**config.mk**
```make
export PLATFORM = sky130hd
export DESIGN_NAME = pulse_acc_pair
export DESIGN_NICKNAME = d
export VERILOG_FILES = /design/src/rtl/pa_pkg.sv /design/src/rtl/pa_sync_edge.sv /design/src/rtl/pa_byte_cnt.sv /design/src/rtl/pulse_acc_pair.sv
export SDC_FILE = /design/constraint.sdc
export NUM_CORES = 1
export LEC_CHECK = 0
export ABC_AREA = 1
export BUFFER_PORTS_ARGS = -buffer_cell sky130_fd_sc_hd__buf_4
export CORE_MARGIN = 2
export CORE_UTILIZATION = 40
export DETAILED_ROUTE_END_ITERATION = 12
export GPL_ROUTABILITY_DRIVEN = 0
export PLACE_DENSITY_LB_ADDON = 0.2
export SYNTH_ARGS = -nofsm -noshare
export SYNTH_HDL_FRONTEND = slang
export SYNTH_SLANG_ARGS = --single-unit
```
**constraint.sdc**
```tcl
create_clock -name clk -period 3.7 [get_ports clk]
set_clock_uncertainty 0.1 [all_clocks]
set_input_delay 0.74 -clock clk [delete_from_list [all_inputs] [get_ports clk]]
set_output_delay 0.74 -clock clk [all_outputs]
set_load 0.03 [all_outputs]
```
**src/rtl/pa_pkg.sv**
```systemverilog
package pa_pkg;
  localparam int ADDR_MODE   = 0;
  localparam int ADDR_ENABLE = 1;
  localparam int ADDR_FLAG   = 2;
  localparam int ADDR_CNT_LO = 3;
  localparam int ADDR_CNT_HI = 4;

  localparam int BIT_CASCADE = 6;
  localparam int BIT_IRQ_EN  = 1;
  localparam int BIT_EN_LO   = 0;
  localparam int BIT_EN_HI   = 1;
  localparam int BIT_OVF     = 0;
endpackage

```
**src/rtl/pa_sync_edge.sv**
```systemverilog
module pa_sync_edge #(
  parameter int STAGES = 2,
  parameter bit RISING = 1'b1
) (
  input  logic clk,
  input  logic rst_n,
  input  logic pin,
  output logic edge_pulse
);
  logic [STAGES-1:0] sync_q, sync_d;
  logic              last_q, last_d;
  logic              level;

  assign level = sync_q[STAGES-1];

  always_comb begin
    sync_d = {sync_q[STAGES-2:0], pin};
    last_d = level;
  end

  always_ff @(posedge clk or negedge rst_n) begin
    if (!rst_n) begin
      sync_q <= '0;
      last_q <= 1'b0;
    end else begin
      sync_q <= sync_d;
      last_q <= last_d;
    end
  end

  generate
    if (RISING) begin : g_rise
      assign edge_pulse = level & ~last_q;
    end else begin : g_fall
      assign edge_pulse = ~level & last_q;
    end
  endgenerate

  // A level held steady never yields two pulses in a row
  p_one_pulse_r10: assert property (@(posedge clk) disable iff (!rst_n)
    edge_pulse |=> !edge_pulse);
endmodule

```
**src/rtl/pa_byte_cnt.sv**
```systemverilog
module pa_byte_cnt #(
  parameter int W = 8
) (
  input  logic         clk,
  input  logic         rst_n,
  input  logic         inc,
  input  logic         ld,
  input  logic [W-1:0] ld_val,
  output logic [W-1:0] cnt,
  output logic         wrap
);
  logic [W-1:0] cnt_q, cnt_d;
  logic         cnt_en;

  always_comb begin
    cnt_en = ld | inc;
    if (ld)       cnt_d = ld_val;
    else          cnt_d = cnt_q + W'(1);
  end

  always_ff @(posedge clk or negedge rst_n) begin
    if (!rst_n)      cnt_q <= '0;
    else if (cnt_en) cnt_q <= cnt_d;
  end

  assign cnt  = cnt_q;
  assign wrap = inc & ~ld & (&cnt_q);

  p_load_wins_r9: assert property (@(posedge clk) disable iff (!rst_n)
    ld |=> cnt_q == $past(ld_val));
  p_wrap_zero_r4: assert property (@(posedge clk) disable iff (!rst_n)
    wrap |=> cnt_q == '0);
  p_hold_r3: assert property (@(posedge clk) disable iff (!rst_n)
    (!inc && !ld) |=> $stable(cnt_q));
  p_step_one_r10: assert property (@(posedge clk) disable iff (!rst_n)
    (inc && !ld) |=> cnt_q == $past(cnt_q) + W'(1));
endmodule

```
**src/rtl/pulse_acc_pair.sv**
```systemverilog
module pulse_acc_pair
  import pa_pkg::*;
#(
  parameter int DW          = 8,
  parameter int AW          = 3,
  parameter int SYNC_STAGES = 2,
  parameter bit RISING      = 1'b1
) (
  input  logic          clk,
  input  logic          rst_n,
  input  logic          bus_wr,
  input  logic [AW-1:0] bus_addr,
  input  logic [DW-1:0] bus_wdata,
  output logic [DW-1:0] bus_rdata,
  input  logic          pin_ch0,
  input  logic          pin_ch1,
  output logic          irq
);
  localparam int NCH = 2;

  logic casc_q, casc_d, ie_q, ie_d, en_lo_q, en_lo_d, en_hi_q, en_hi_d;
  logic ovf_q, ovf_d;
  logic wr_mode, wr_en, wr_flag, wr_lo, wr_hi;
  logic [NCH-1:0] pins, edges;
  logic inc_lo, inc_hi, wrap_lo, wrap_hi, ovf_set;
  logic [DW-1:0] cnt_lo, cnt_hi;

  assign pins = {pin_ch1, pin_ch0};

  generate
    for (genvar i = 0; i < NCH; i++) begin : g_in
      pa_sync_edge #(.STAGES(SYNC_STAGES), .RISING(RISING)) u_sync (
        .clk(clk), .rst_n(rst_n), .pin(pins[i]), .edge_pulse(edges[i]));
    end
  endgenerate

  always_comb begin
    wr_mode = bus_wr && (bus_addr == AW'(ADDR_MODE));
    wr_en   = bus_wr && (bus_addr == AW'(ADDR_ENABLE));
    wr_flag = bus_wr && (bus_addr == AW'(ADDR_FLAG));
    wr_lo   = bus_wr && (bus_addr == AW'(ADDR_CNT_LO));
    wr_hi   = bus_wr && (bus_addr == AW'(ADDR_CNT_HI));
  end

  // Counter steering: joined mode ignores the individual enables
  always_comb begin
    if (casc_q) begin
      inc_lo = edges[0];
      inc_hi = wrap_lo;
    end else begin
      inc_lo = edges[0] & en_lo_q;
      inc_hi = edges[1] & en_hi_q;
    end
  end

  pa_byte_cnt #(.W(DW)) u_lo (
    .clk(clk), .rst_n(rst_n), .inc(inc_lo), .ld(wr_lo),
    .ld_val(bus_wdata), .cnt(cnt_lo), .wrap(wrap_lo));

  pa_byte_cnt #(.W(DW)) u_hi (
    .clk(clk), .rst_n(rst_n), .inc(inc_hi), .ld(wr_hi),
    .ld_val(bus_wdata), .cnt(cnt_hi), .wrap(wrap_hi));

  always_comb begin
    casc_d  = wr_mode ? bus_wdata[BIT_CASCADE] : casc_q;
    ie_d    = wr_mode ? bus_wdata[BIT_IRQ_EN]  : ie_q;
    en_lo_d = wr_en   ? bus_wdata[BIT_EN_LO]   : en_lo_q;
    en_hi_d = wr_en   ? bus_wdata[BIT_EN_HI]   : en_hi_q;
    ovf_set = casc_q & wrap_hi;
    if (ovf_set)                            ovf_d = 1'b1;
    else if (wr_flag && bus_wdata[BIT_OVF]) ovf_d = 1'b0;
    else                                    ovf_d = ovf_q;
  end

  always_ff @(posedge clk or negedge rst_n) begin
    if (!rst_n) begin
      casc_q  <= 1'b0;
      ie_q    <= 1'b0;
      en_lo_q <= 1'b0;
      en_hi_q <= 1'b0;
      ovf_q   <= 1'b0;
    end else begin
      if (wr_mode) begin
        casc_q <= casc_d;
        ie_q   <= ie_d;
      end
      if (wr_en) begin
        en_lo_q <= en_lo_d;
        en_hi_q <= en_hi_d;
      end
      ovf_q <= ovf_d;
    end
  end

  always_comb begin
    bus_rdata = '0;
    case (bus_addr)
      AW'(ADDR_MODE): begin
        bus_rdata[BIT_CASCADE] = casc_q;
        bus_rdata[BIT_IRQ_EN]  = ie_q;
      end
      AW'(ADDR_ENABLE): begin
        bus_rdata[BIT_EN_LO] = en_lo_q;
        bus_rdata[BIT_EN_HI] = en_hi_q;
      end
      AW'(ADDR_FLAG):   bus_rdata[BIT_OVF] = ovf_q;
      AW'(ADDR_CNT_LO): bus_rdata = cnt_lo;
      AW'(ADDR_CNT_HI): bus_rdata = cnt_hi;
      default:          bus_rdata = '0;
    endcase
  end

  assign irq = ie_q & ovf_q;

  p_ovf_joined_only_r6: assert property (@(posedge clk) disable iff (!rst_n)
    $rose(ovf_q) |-> $past(casc_q));
  p_ovf_from_carry_r6: assert property (@(posedge clk) disable iff (!rst_n)
    $rose(ovf_q) |-> (cnt_hi == '0 && cnt_lo == '0));
  p_clear_r7: assert property (@(posedge clk) disable iff (!rst_n)
    (wr_flag && bus_wdata[BIT_OVF] && !(casc_q && wrap_hi)) |=> !ovf_q);
  p_irq_follows_r8: assert property (@(posedge clk) disable iff (!rst_n)
    $rose(irq) |-> ovf_q);
endmodule

```
Yosys cells after proc, flatten, opt, wreduce, memory -nomap -nowiden:

Cells that the tools add are included.

* bits in registers: 27
* input bits: 16

* add/sub/neg operators: 2
* eq/ne operators: 4
* multiplexer cells: 11
* bitwise operators: 16
* reduce and logical (&&, ||, !) cells: 10

Operator list (number)
* $add 8x1->8 const B: 2
* $mux 8: 2
* $reduce_and 8->1: 2
* $and 1x1->1: 10
* $pmux 1 s4: 2
* $pmux 4 s2: 1
* $eq 3x2->1 const B: 2
* $logic_and 1x1->1: 6
* $mux 1: 4
* $not 1->1: 4
* $eq 3x1->1 const B: 1
* $eq 3x3->1 const B: 1
* $logic_not 3->1: 1
* $pmux 1 s3: 1
* $or 1x1->1: 2
* $pmux 1 s2: 1
* $reduce_bool 2->1: 1

Depth between registers and ports, before layout:

* depth in word-level cells: 11
* mapped depth: 9
* depth with buffers taken out: 9

Cells and area by module:

A second synthesis with hierarchy kept.

* cells, all modules: 223
* area total of the unflattened synthesis: 1741.7 um2

By module, submodules not included
* pa_byte_cnt: times used 2, cells an instance 67, area an instance 523.0 um2, seq. area each 200.2 um2
* pulse_acc_pair: times used 1, cells an instance 79, area an instance 525.5 um2, seq. area each 125.1 um2
* pa_sync_edge: times used 2, cells an instance 5, area an instance 85.1 um2, seq. area each 75.1 um2

Least setup slack after synthesis:

OpenSTA, ideal clock, no wires.

* path kind: in2out
* start point: in bus_addr[2]
* end point: out bus_rdata[2]
* arrival time: 1.759 ns
* data required time: 2.860 ns
* setup slack: 1.101 ns
* stages: 3
* path through: inv_1 nand3_1 o21ai_0

* word-level cells in the longest chain between the ends: 2
* elaborated cells between the ends (all ways): 3

RTL lines
* start: declaration: line pulse_acc_pair.sv:12 `input logic [AW-1:0] bus_addr,`
* $eq 3x3->1 or $eq 3x2->1 (tied branches): line pulse_acc_pair.sv:97 `case (bus_addr)`
* $pmux 4 s2 (*): line pulse_acc_pair.sv:97
* end: declaration: line pulse_acc_pair.sv:14 `output logic [DW-1:0] bus_rdata,`

Every way passes the cells marked *; elsewhere a longest branch is shown, timed or not.

Final worst setup path:

* start point: in bus_addr[2]
* end point: out bus_rdata[0]

* word-level cells in the longest chain between the ends: 2
* elaborated cells between the ends (all ways): 5

RTL lines (line)
* $eq 3x3->1 (tied with other cells): pulse_acc_pair.sv:97
* $pmux 1 s4 (*): pulse_acc_pair.sv:97

Marked as above.

==> qor.yml <==
status: "completed"
p_leak_nw: 0.963
hold_class: "input pin to async pin"
hold_viol: 0
cts_buffers: 3
nets: 265
synth_edf_count: 0
clockBufferDepth: 2
viasPerCell: 5.01
ys_seq_area_share_pct: 40.8
ctsResizeCount: 0
cap_violations: 0
drive_gt1_share_pct: 17.1
synth_top_family_by_area: "simple AND/OR/NAND/NOR gates"
core_area_sq_mm: 0.00400
row_count: 23
post-dp-hpwl_um: 3090
drt_iter0_drc: 95
start_kind: "input pin"
cp.required_ps: 2860
arrival_ps: 1850
cts_tree: "yes"
clock-root-buffer: "clkbuf_8"
syn_to_final_growth_pct: 16.5
cts.htree.levels: 1
port_buffers: 24
max_slew_margin_pct: 76.2
antenna_found_initial: 0
ys.flop_type: "dfrtp_1"
num_vias: 1483
grt_overflow: 0
postSynthCellCount: 220
diodes: 0
clk_pin_slew_ps: 100
yosys_warnings: 0
clock_latency_ps: 280
clock-sinks: 27
ant_nets: 0
firstDrtPassIters: 5
fin_crit_sh_pct: 72.7
post_cts_buffers: 0
synth_xor_area_share_pct: 3.70
dpl.cell_count: 292
crit_fanout: 6
synthAdderAreaFrac_pct: 1.51
wl_um: 4060
num_io_pins: 25
synth_area_sq_mm: 0.00166
dieArea_sq_mm: 0.00468
grtUsageTotal_pct: 19.5
place_ws_ps: 1020
yosysUniqueCellTypes: 29
powerDensity_mw_per_mm2: 518
grt_pass1_vias: 1385
initial_core_util_pct: 41.4
cts_hold_buf: 0
syn_area_per_cell_sq_um: 7.54
setup-violations-final: 0
grt_first_pass_wirelength_um: 6670
slew_viol_final: 0
synth_mux_area_share_pct: 0.679
ir_drop_v: 0.000201
wl_per_cell_um: 13.7
ys_seq_elements: 27
fin_cells: 296
grt_setup_unrepaired: "no"
die_x_um: 68.4
tns_ps: 0
synth-simple-area-share_pct: 40.2
timing.fmax_mhz: 372
mostFrequentLayoutCell: "nand2_1"
synth_nets: 238
synth_compound_area_share_pct: 6.49
layout_common_cells: "nand2_1, dfrtp_1, buf_4"
drc: 0
async_reset_ff_share_pct: 100
end_kind: "output pin"
grt_max_degree: 28
worstSetupPathType: "input pin to output pin"
fin_ws_ps: 1010
tightest_slew_ps: 357
period_minus_slack_ps: 2690
die_h_um: 68.4
[final cells by class]
class	instances	area [sq um]
Clock inverter	1	5.00
Tap cell	50	62.6
Clock buffer	3	41.3
Inverter	24	95.1
Sequential cell	27	676
Fill cell	405	2070
Timing Repair Buffer	24	180
Multi-Input combinational cell	167	871
[flip-flops by register name, summed over array words and instances, names as in the netlist]
signal              cells
u_hi.cnt                8
u_lo.cnt                8
g_in.u_sync.sync_q      4
g_in.u_sync.last_q      2
casc_q                  1
en_hi_q                 1
en_lo_q                 1
ie_q                    1
ovf_q                   1
[per-stage QoR]
stage / power (mW) / hold slack [ps] / instance area [sq um] / util, %
after floorplan: 0.723 / 231 / 1660 / -
after global placement: 0.829 / 233 / 1880 / 47.1
after detailed placement: 0.834 / 236 / 1880 / 47.1
after CTS: 1.01 / 258 / 1930 / 48.3
after global routing: 1.08 / 275 / 1930 / 48.3
final: 0.999 / 255 / 1930 / 48.3
[worst max-delay path, stage by stage]
cell and delay [ps]:
buf_4 130, inv_1 170, nand3_1 210, inv_1 190, nand2_1 80, o2111ai_1 120
buf_4 200
[per-layer routing]
metal / vias to the layer above / wire [um] / track usage (%)
li1: 770 / - / -
met1: 673 / 1990 / 28.0
met2: 34 / 1830 / 29.3
met5: - / 0 / 0
met3: 6 / 156 / 1.97
met4: 0 / 84 / 9.00
[logic make-up after synthesis]
logic type / Yosys count
buffers and inverters: 26
muxes: 1
AOI/OAI and AO/OA: 18
DFF: 27
xor gates and xnor gates: 7
adders and majority gates: 2
and+or+nand+nor: 139
[synthesized netlist by cell type (2+ instances only)]
library cell   n  area share [%]
ha_1           2             1.5
nor2_1        12             2.7
dfrtp_1       27              41
o21ai_1        2            0.60
nand2_4        3             2.0
nand2_1       83              19
xor2_1         6             3.2
nand4_1       10             3.8
inv_4          2            0.75
o211ai_1       3             1.4
inv_1         21             4.8
o21ai_0        8             2.4
nor2_2         2            0.75
nand3_1       23             6.9
o22ai_1        2            0.75
[report_power, final]
| part | switching (mW) | internal [mW] |
|---|---|---|
| Combinational | 0.199 | 0.143 |
| Clock | 0.0950 | 0.0756 |
| Sequential | 0.107 | 0.380 |
[worst paths after layout]
check                                          from                  endpoint  slack (ps)  depth (start not counted)
setup / recovery                        bus_addr[2]              bus_rdata[0]        1010                          7
hold / removal                                rst_n  g_in[1].u_sync.sync_q[0]         260                          1
setup reg to reg                        u_lo.cnt[0]               u_hi.cnt[1]        2050                          9
hold reg to reg            g_in[1].u_sync.sync_q[0]  g_in[1].u_sync.sync_q[1]         260                          0
max in group asynchronous                     rst_n               u_lo.cnt[6]        2960                          1
min in group clk           g_in[1].u_sync.sync_q[0]  g_in[1].u_sync.sync_q[1]         260                          0
Note: power is estimated with default switching activity, not from simulation.
